## src/rtl/owm_pkg.sv

```systemverilog
package owm_pkg;
   typedef enum logic [2:0] {
      ST_CMD,
      ST_ADDR,
      ST_SEARCH,
      ST_XFER,
      ST_BAD
   } owm_state_e;

   typedef enum logic [1:0] {
      CL_ADDR,
      CL_SKIP,
      CL_SEARCH,
      CL_BAD
   } owm_class_e;

   typedef enum logic [1:0] {
      TR_TRUE,
      TR_COMP,
      TR_DIR
   } owm_trip_e;

   localparam int unsigned BYTE_BITS = 8;
endpackage

```

## src/rtl/owm_cmd_decode.sv

```systemverilog
module owm_cmd_decode
   import owm_pkg::*;
(
   input  logic [7:0] code,
   output owm_class_e cls
);
   always_comb begin
      case (code)
         8'h33, 8'h0F, 8'h55, 8'h69: cls = CL_ADDR;
         8'hCC, 8'h3C:               cls = CL_SKIP;
         8'hF0, 8'hEC:               cls = CL_SEARCH;
         default:                    cls = CL_BAD;
      endcase
   end
endmodule

```

## src/rtl/owm_lsb_shifter.sv

```systemverilog
module owm_lsb_shifter #(
   parameter int unsigned W = 8
) (
   input  logic         clk,
   input  logic         rst_n,
   input  logic         clr,
   input  logic         shift,
   input  logic         din,
   output logic [W-1:0] q,
   output logic [W-1:0] nxt
);
   if (W < 2) begin : g_bad_width
      $error("owm_lsb_shifter: W must be at least 2");
   end

   // New bits enter at the top, so the first bit ends in bit 0.
   assign nxt = {din, q[W-1:1]};

   always_ff @(posedge clk or negedge rst_n) begin
      if (!rst_n)     q <= '0;
      else if (clr)   q <= '0;
      else if (shift) q <= nxt;
   end
endmodule

```

## src/rtl/owire_netmon.sv

```systemverilog
module owire_netmon
   import owm_pkg::*;
#(
   parameter int unsigned ADDR_BITS           = 64,
   parameter bit          KEEP_SEARCH_VECTORS = 1'b1
) (
   input  logic                 clk,
   input  logic                 rst_n,
   input  logic                 rp_valid,
   input  logic                 rp_presence,
   input  logic                 bit_valid,
   input  logic                 bit_value,
   output logic                 pres_valid,
   output logic                 pres_flag,
   output logic                 cmd_valid,
   output logic [7:0]           cmd_byte,
   output logic                 cmd_known,
   output logic                 rom_valid,
   output logic [ADDR_BITS-1:0] rom_addr,
   output logic [ADDR_BITS-1:0] rom_true,
   output logic [ADDR_BITS-1:0] rom_comp,
   output logic                 data_valid,
   output logic [7:0]           data_byte,
   output logic                 data_err
);
   localparam int unsigned CW = $clog2(ADDR_BITS);
   localparam logic [CW-1:0] BYTE_LAST = CW'(BYTE_BITS - 1);
   localparam logic [CW-1:0] ADDR_LAST = CW'(ADDR_BITS - 1);

   if (ADDR_BITS < BYTE_BITS || (ADDR_BITS % BYTE_BITS) != 0) begin : g_bad_addr
      $error("owire_netmon: ADDR_BITS must be a non-zero multiple of 8");
   end

   owm_state_e st;
   owm_trip_e  trip;
   logic [CW-1:0] cnt;

   logic take;
   assign take = bit_valid && !rp_valid;

   logic in_byte_state;
   assign in_byte_state = (st == ST_CMD) || (st == ST_XFER) || (st == ST_BAD);

   logic [BYTE_BITS-1:0] byte_q, byte_nxt;
   owm_lsb_shifter #(.W(BYTE_BITS)) i_byte_sh (
      .clk(clk), .rst_n(rst_n), .clr(rp_valid),
      .shift(take && in_byte_state), .din(bit_value),
      .q(byte_q), .nxt(byte_nxt)
   );

   logic addr_shift;
   assign addr_shift = take && ((st == ST_ADDR) || (st == ST_SEARCH && trip == TR_DIR));

   logic [ADDR_BITS-1:0] addr_q, addr_nxt;
   owm_lsb_shifter #(.W(ADDR_BITS)) i_addr_sh (
      .clk(clk), .rst_n(rst_n), .clr(rp_valid),
      .shift(addr_shift), .din(bit_value),
      .q(addr_q), .nxt(addr_nxt)
   );

   logic [ADDR_BITS-1:0] true_q, comp_q;
   if (KEEP_SEARCH_VECTORS) begin : g_keep_vec
      logic [ADDR_BITS-1:0] true_nxt, comp_nxt;
      owm_lsb_shifter #(.W(ADDR_BITS)) i_true_sh (
         .clk(clk), .rst_n(rst_n), .clr(rp_valid),
         .shift(take && st == ST_SEARCH && trip == TR_TRUE), .din(bit_value),
         .q(true_q), .nxt(true_nxt)
      );
      owm_lsb_shifter #(.W(ADDR_BITS)) i_comp_sh (
         .clk(clk), .rst_n(rst_n), .clr(rp_valid),
         .shift(take && st == ST_SEARCH && trip == TR_COMP), .din(bit_value),
         .q(comp_q), .nxt(comp_nxt)
      );
   end else begin : g_drop_vec
      assign true_q = '0;
      assign comp_q = '0;
   end

   owm_class_e cls;
   owm_cmd_decode i_dec (.code(byte_nxt), .cls(cls));

   logic byte_done, addr_done;
   assign byte_done = (cnt == BYTE_LAST);
   assign addr_done = (cnt == ADDR_LAST);

   always_ff @(posedge clk or negedge rst_n) begin
      if (!rst_n) begin
         st         <= ST_CMD;
         trip       <= TR_TRUE;
         cnt        <= '0;
         pres_valid <= 1'b0;
         pres_flag  <= 1'b0;
         cmd_valid  <= 1'b0;
         cmd_byte   <= '0;
         cmd_known  <= 1'b0;
         rom_valid  <= 1'b0;
         rom_addr   <= '0;
         rom_true   <= '0;
         rom_comp   <= '0;
         data_valid <= 1'b0;
         data_byte  <= '0;
         data_err   <= 1'b0;
      end else begin
         pres_valid <= 1'b0;
         cmd_valid  <= 1'b0;
         rom_valid  <= 1'b0;
         data_valid <= 1'b0;
         if (rp_valid) begin
            st         <= ST_CMD;
            trip       <= TR_TRUE;
            cnt        <= '0;
            pres_valid <= 1'b1;
            pres_flag  <= rp_presence;
         end else if (bit_valid) begin
            case (st)
               ST_CMD: begin
                  if (byte_done) begin
                     cnt       <= '0;
                     cmd_valid <= 1'b1;
                     cmd_byte  <= byte_nxt;
                     cmd_known <= (cls != CL_BAD);
                     case (cls)
                        CL_ADDR:   st <= ST_ADDR;
                        CL_SKIP:   st <= ST_XFER;
                        CL_SEARCH: st <= ST_SEARCH;
                        default:   st <= ST_BAD;
                     endcase
                  end else begin
                     cnt <= cnt + 1'b1;
                  end
               end
               ST_ADDR: begin
                  if (addr_done) begin
                     cnt       <= '0;
                     rom_valid <= 1'b1;
                     rom_addr  <= addr_nxt;
                     st        <= ST_XFER;
                  end else begin
                     cnt <= cnt + 1'b1;
                  end
               end
               ST_SEARCH: begin
                  case (trip)
                     TR_TRUE: trip <= TR_COMP;
                     TR_COMP: trip <= TR_DIR;
                     default: begin
                        trip <= TR_TRUE;
                        if (addr_done) begin
                           cnt       <= '0;
                           rom_valid <= 1'b1;
                           rom_addr  <= addr_nxt;
                           rom_true  <= true_q;
                           rom_comp  <= comp_q;
                           st        <= ST_XFER;
                        end else begin
                           cnt <= cnt + 1'b1;
                        end
                     end
                  endcase
               end
               ST_XFER, ST_BAD: begin
                  if (byte_done) begin
                     cnt        <= '0;
                     data_valid <= 1'b1;
                     data_byte  <= byte_nxt;
                     data_err   <= (st == ST_BAD);
                  end else begin
                     cnt <= cnt + 1'b1;
                  end
               end
               default: st <= ST_CMD;
            endcase
         end
      end
   end
endmodule

```

## config.mk

```make
export PLATFORM = sky130hd
export DESIGN_NAME = owire_netmon
export DESIGN_NICKNAME = d
export VERILOG_FILES = /design/src/rtl/owm_pkg.sv /design/src/rtl/owm_cmd_decode.sv /design/src/rtl/owm_lsb_shifter.sv /design/src/rtl/owire_netmon.sv
export SDC_FILE = /design/constraint.sdc
export NUM_CORES = 1
export LEC_CHECK = 0
export ABC_AREA = 1
export CAP_MARGIN = 0
export CORE_MARGIN = 8
export CORE_UTILIZATION = 47
export CTS_CLUSTER_DIAMETER = 50
export CTS_CLUSTER_SIZE = 8
export DETAILED_ROUTE_END_ITERATION = 8
export GPL_TIMING_DRIVEN = 0
export PLACE_DENSITY = 0.77
export SYNTH_ARGS = -nofsm -noshare
export SYNTH_HDL_FRONTEND = slang
export SYNTH_SLANG_ARGS = --single-unit
```

## constraint.sdc

```tcl
create_clock -name clk -period 1.5 [get_ports clk]
set_input_delay 0.375 -clock clk [delete_from_list [all_inputs] [get_ports clk]]
set_output_delay 0.375 -clock clk [all_outputs]
set_load 0.01 [all_outputs]
```

## Yosys cells after proc, flatten, opt, wreduce, memory -nomap -nowiden

Index checks and enable logic that the tools add are counted.

- Register bits after elaboration: 426
- Input port bits: 6

- $add $sub $neg: 1
- Muxes and demuxes: 42
- Reductions and logical operators: 35
- Eq/ne operators: 23
- Bitwise gates (word level): 2

Operator list:

| operator | count |
|---|---|
| $mux 64 | 8 |
| $pmux 64 s2 | 1 |
| $mux 6 | 5 |
| $eq 8x8->1 const B | 3 |
| $pmux 6 s3 | 1 |
| $eq 8x6->1 const B | 2 |
| $eq 8x7->1 const B | 2 |
| $mux 8 | 2 |
| $reduce_and 4->1 | 4 |
| $mux 3 | 5 |
| $reduce_bool 2->1 | 7 |
| $mux 1 | 12 |
| $pmux 3 s4 | 1 |
| $pmux 3 s3 | 1 |
| $eq 8x4->1 const B | 1 |
| $reduce_or 2->1 | 4 |
| $logic_and 1x1->1 | 7 |
| $add 6x1->6 const B | 1 |
| $eq 3x2->1 const B | 2 |
| $eq 6x3->1 const B | 1 |
| $eq 6x6->1 const B | 1 |
| $mux 2 | 3 |
| $ne 2x2->1 const B | 3 |
| $ne 3x3->1 const B | 2 |
| other kinds (18) | 24 |

## Logic depth before layout (Yosys ltp)

- Word-level depth: 9
- Gate-level depth with buffers: 11

## Cells and area by module

From an unflattened synthesis, not the netlist that was laid out.

- Cell total of the unflattened synthesis: 2140
- Area, all modules: 19506.2 µm²

Modules (own cells, without submodules):

| module | cells an instance | times used | area an instance (µm²) |
|---|---|---|---|
| owire_netmon | 1020 | 1 | 9744.3 |
| owm_lsb_shifter at g_keep_vec.i_comp_sh ... | 341 | 3 | 3051.7 |
| owm_lsb_shifter at i_byte_sh | 43 | 1 | 395.4 |
| owm_cmd_decode | 54 | 1 | 211.5 |

## Worst setup path before layout

Ideal clock, no wire load.

- Kind: register to register
- Start: register cnt[0]
- End: register rom_comp[31]
- Required time: 1379 ps
- Cell stages (with the launch flop): 9
- Setup slack: -59 ps
- Buffers on the path: 2
- Data arrival time: 1437 ps
- Cell sequence: dfrtp_1 ha_1 nand2_2 nor3_4 nand4_1 buf_2 buf_2 nand2_1 o21ai_1

- Longest elaborated chain between the ends: 2

Ends and longest elaborated chain:

| item | line | text |
|---|---|---|
| start: declaration | owire_netmon.sv:36 | `logic [CW-1:0] cnt;` |
| start signal: assignment | owire_netmon.sv:129 | `cnt <= cnt + 1'b1;` |
| start signal: assignment | owire_netmon.sv:139 | `cnt <= cnt + 1'b1;` |
| start signal: assignment | owire_netmon.sv:156 | `cnt <= cnt + 1'b1;` |
| $eq 6x6->1 | owire_netmon.sv:84 | `assign addr_done = (cnt == ADDR_LAST);` |
| $reduce_and 5->1 (no source line) | - |  |
| end signal: assignment | owire_netmon.sv:153 | `rom_comp <= comp_q;` |
| end: declaration | owire_netmon.sv:21 | `output logic [ADDR_BITS-1:0] rom_comp,` |

No other way between the ends.
A chain may end at the register's enable or synchronous reset.

## Worst setup path in the final report

- Start: register st[1]
- End: register rom_addr[20]

- Longest elaborated chain between the ends: 3

Ends and longest elaborated chain:

| item | line | text |
|---|---|---|
| start: declaration | owire_netmon.sv:34 | `owm_state_e st;` |
| start signal: assignment | owire_netmon.sv:88 | `st <= ST_CMD;` |
| start signal: assignment | owire_netmon.sv:109 | `st <= ST_CMD;` |
| start signal: assignment | owire_netmon.sv:123 | `CL_ADDR: st <= ST_ADDR;` |
| $eq 3x2->1 or $eq 3x1->1 (tied branches) | owire_netmon.sv:115 | `case (st)` |
| $ne 2x2->1 (no source line) or $reduce_bool 2->1 (tied branches) | - |  |
| $reduce_and 4->1 (no source line) | - |  |
| end signal: assignment | owire_netmon.sv:136 | `rom_addr <= addr_nxt;` |
| end signal: assignment | owire_netmon.sv:151 | `rom_addr <= addr_nxt;` |
| end: declaration | owire_netmon.sv:19 | `output logic [ADDR_BITS-1:0] rom_addr,` |

Parallel ways exist; a longest one is shown, timed or not.

==> impl_metrics.csv <==
group,metric,value,unit
logic_synthesis,ys_seq_elements,424,
status,violations,"negative hold slack, negative setup slack",
global_routing,grt_pass1_vias,14632,
sta,fmax,581.0,MHz
global_routing,grt_max_degree,127,
clock_tree,cts_tree,"done",
sta,layout_setup_ws,-0.2212,ns
floorplan,start_util,47.69,%
sta,finalCriticalPeriod,1.721,ns
critical_path,criticalPathCategory,"register to register",
logic_synthesis,ys_seq_area_share,64.57,%
global_routing,track_usage,23.15,%
power_and_ir_drop,vdd_drop_max,0.8108,mV
critical_path,path_cells,"nand3_4, inv_2, nand2_2, nand2_4, nor2_4, nand2_8, buf_8, buf_12, nand2_2, o21ai_2",
power_and_ir_drop,power_density,1055,nW/um^2
global_routing,antenna_found_initial,0,
cells_and_area,area_growth,46.54,%
critical_path,cp_num_buf_inv,3,
critical_path,crit_slowest_cell,"dfrtp_2",
cells_and_area,fin_cells,2613,
sta,final_max_slew_viol_count,0,
place,pre_cts_ws,-1.096,ns
cells_and_area,final_common_cell,"dfrtp_1",
global_routing,overflow,0,
global_routing,grt_pass1_wl,77870,um
logic_synthesis,syn_avg_cell_area,9.621,um^2
floorplan,dieArea,41200,um^2
sta,post-route-period-util,114.7,%
clock_tree,root_buffer,"clkbuf_16",
clock_tree,cts.reportedPaths.clkPinSlew,0.05,ns
status,status,"finished, violations left",
cells_and_area,fin_area,24080,um^2
clock_tree,cts_max_path_buffers,3,
critical_path,cp-end-kind,"register",
routing,num_vias,14506,
cells_and_area,drive_gt1_share,39.06,%
sta,skew,0.03595,ns
sta,fin_tns_setup,-56.46,ns
logic_synthesis,netlist_instances,1708,
routing,drtAntennaViolNets,0,
floorplan,io_pins,221,
floorplan,die_y,203.0,um
min_path,hp-class,"input pin to async pin",
sta,rsz0062_at_grt,"true",
routing,drt_first_pass_iters,6,
cells_and_area,layout.nets,2159,
clock_tree,clk_latency,0.60,ns
cells_and_area,final_cell_mix,"dfrtp_1 (422), nand2_1 (316), buf_2 (172), inv_1 (163), o21ai_1 (137)",
place,place_congestion,0.8337,
logic_synthesis,yosysUniqueCellTypes,28,
floorplan,core_area,34460,um^2
clock_tree,cts_made_buffers,60,
routing,drcViolationCount,0,
sta,whs,-0.3278,ns
critical_path,worstPathRequired,1.98,ns
logic_synthesis,ys_warn_count,0,
place,dpl-instance-area,19300,um^2
power_and_ir_drop,power.total,25.41,mW
critical_path,startpoint_type,"register",
place,placed_cells,2386,
floorplan,std_cell_rows,68,
power_and_ir_drop,p_leak,11.88,nW
critical_path,crit_top_cell,"nand2_2",
critical_path,cp_max_fo,8,
routing,drt-wirelength-per-cell,20.28,um
logic_synthesis,netlist_area,16430,um^2
critical_path,arrival,2.20,ns
critical_path,cpPeakStageDelay,0.44,ns
sta,finalHoldViolations,90,
routing,wl,53000,um
floorplan,die-width,203.0,um
clock_tree,htreeDepth,2,
place,io_buffer_count,220,
sta,setup_violations,513,
clock_tree,cts.sinks,424,
critical_path,crit_family,"simple AND/OR/NAND/NOR gates",
sta,tightest_slew,0.7437,ns
logic_synthesis,synth_fp_nets,1716,
run,cap_violations,0,
sta,slew_headroom,50.42,%
place,hpwl,29790,um
cells_and_area,diodes,0,
routing,drt_iter0_markers,1125,
routing,vias_per_cell,5.551,
## synthesized netlist by cell type
library cell,count,area [um^2]
nand2_1,441,1655
dfrtp_1,424,10610
nand3_1,187,935.9
inv_1,172,645.6
o21ai_1,140,700.7
o21ai_0,102,510.5
o22ai_1,64,400.4
buf_2,46,230.2
nor2_1,31,116.4
clkbuf_1,27,101.4
a21oi_1,16,80.08
buf_6,12,135.1
buf_1,10,37.54
buf_4,8,60.06
inv_2,4,15.01
nand2_2,4,25.02
nand3_2,3,30.03
nand4_1,3,18.77
nor3_1,3,15.01
ha_1,2,25.02
inv_4,2,12.51
clkbuf_2,1,5.000
nand3_4,1,17.52
nor2_2,1,6.260
nor3_4,1,16.27
o31ai_2,1,12.51
o32ai_1,1,8.760
or2_2,1,6.260
## power by group
group / switching, mW / internal (mW)
Sequential: 0.0408 / 11.5
Clock: 4.82 / 7.39
Combinational: 1.03 / 0.619
## per-layer routing
metal / GRT usage, % / share of wire, % / up-vias
li1: - / - / 6436
met1: 29.03 / 39 / 7293
met2: 39.68 / 51 / 620
met3: 4.144 / 6.5 / 157
met4: 8.625 / 4.1 / 0
met5: 0 / 0 / -
## cell type report
type,instances,area [um^2]
Clock inverter,7,136.4
Timing Repair Buffer,379,3241
Sequential cell,424,10610
Fill cell,2313,10380
Buffer,104,1266
Multi-Input combinational cell,1004,6040
Inverter,178,706.9
Clock buffer,62,1509
Tap cell,455,569.3
## metrics by stage
step / utilization, % / hold WS, ns
detailed placement: 56.01 / 0.4323
CTS: 65.15 / -0.1931
floorplan: - / 0.07941
global placement: 55.75 / 0.4569
global route: 69.88 / -0.2869
finish: 69.88 / -0.3278
## path summary, 6_finish.rpt
path	from	endpoint	slack (ns)	cells past startpoint
min	rst_n	rom_comp[37]	-0.33	1
min reg2reg	pres_flag	pres_flag	0.47	2
max	st[1]	rom_addr[20]	-0.22	10
max in group asynchronous	rst_n	rom_addr[25]	0.25	3
max reg2reg	st[1]	rom_addr[20]	-0.22	10
min in group clk	rp_valid	pres_valid	0.30	1
## cell families after synthesis
kind of cell | Yosys count | synth area share, %
and+or+nand+nor | 676 | 17.30
buffers and inverters | 282 | 7.561
DFF | 424 | 64.57
AOI/OAI and AO/OA | 324 | 10.42
adders and majority gates | 2 | 0.1523
## state kept, by name (all words and copies together) (netlist names)
register                flops
cmd_valid                   1
trip                        2
g_keep_vec.i_true_sh.q     64
pres_flag                   1
g_keep_vec.i_comp_sh.q     64
rom_addr                   64
cnt                         6
cmd_byte                    8
cmd_known                   1
rom_valid                   1
pres_valid                  1
st                          3
i_byte_sh.q                 7
i_addr_sh.q                63
rom_true                   64
data_byte                   8
data_err                    1
rom_comp                   64
data_valid                  1
## what timing repair did
| item | 4_1_cts | 5_1_grt |
|---|---|---|
| setup buffers | 112 | 12 |
| endpoints found under the hold margin | 90 | 90 |
| setup endpoints to repair | 632 | 748 |
| cloned | 19 | 15 |
| pin swaps | 16 | 48 |
| gates resized for setup | 1227 | 367 |
No activity file was read; power rests on OpenSTA's default activity.
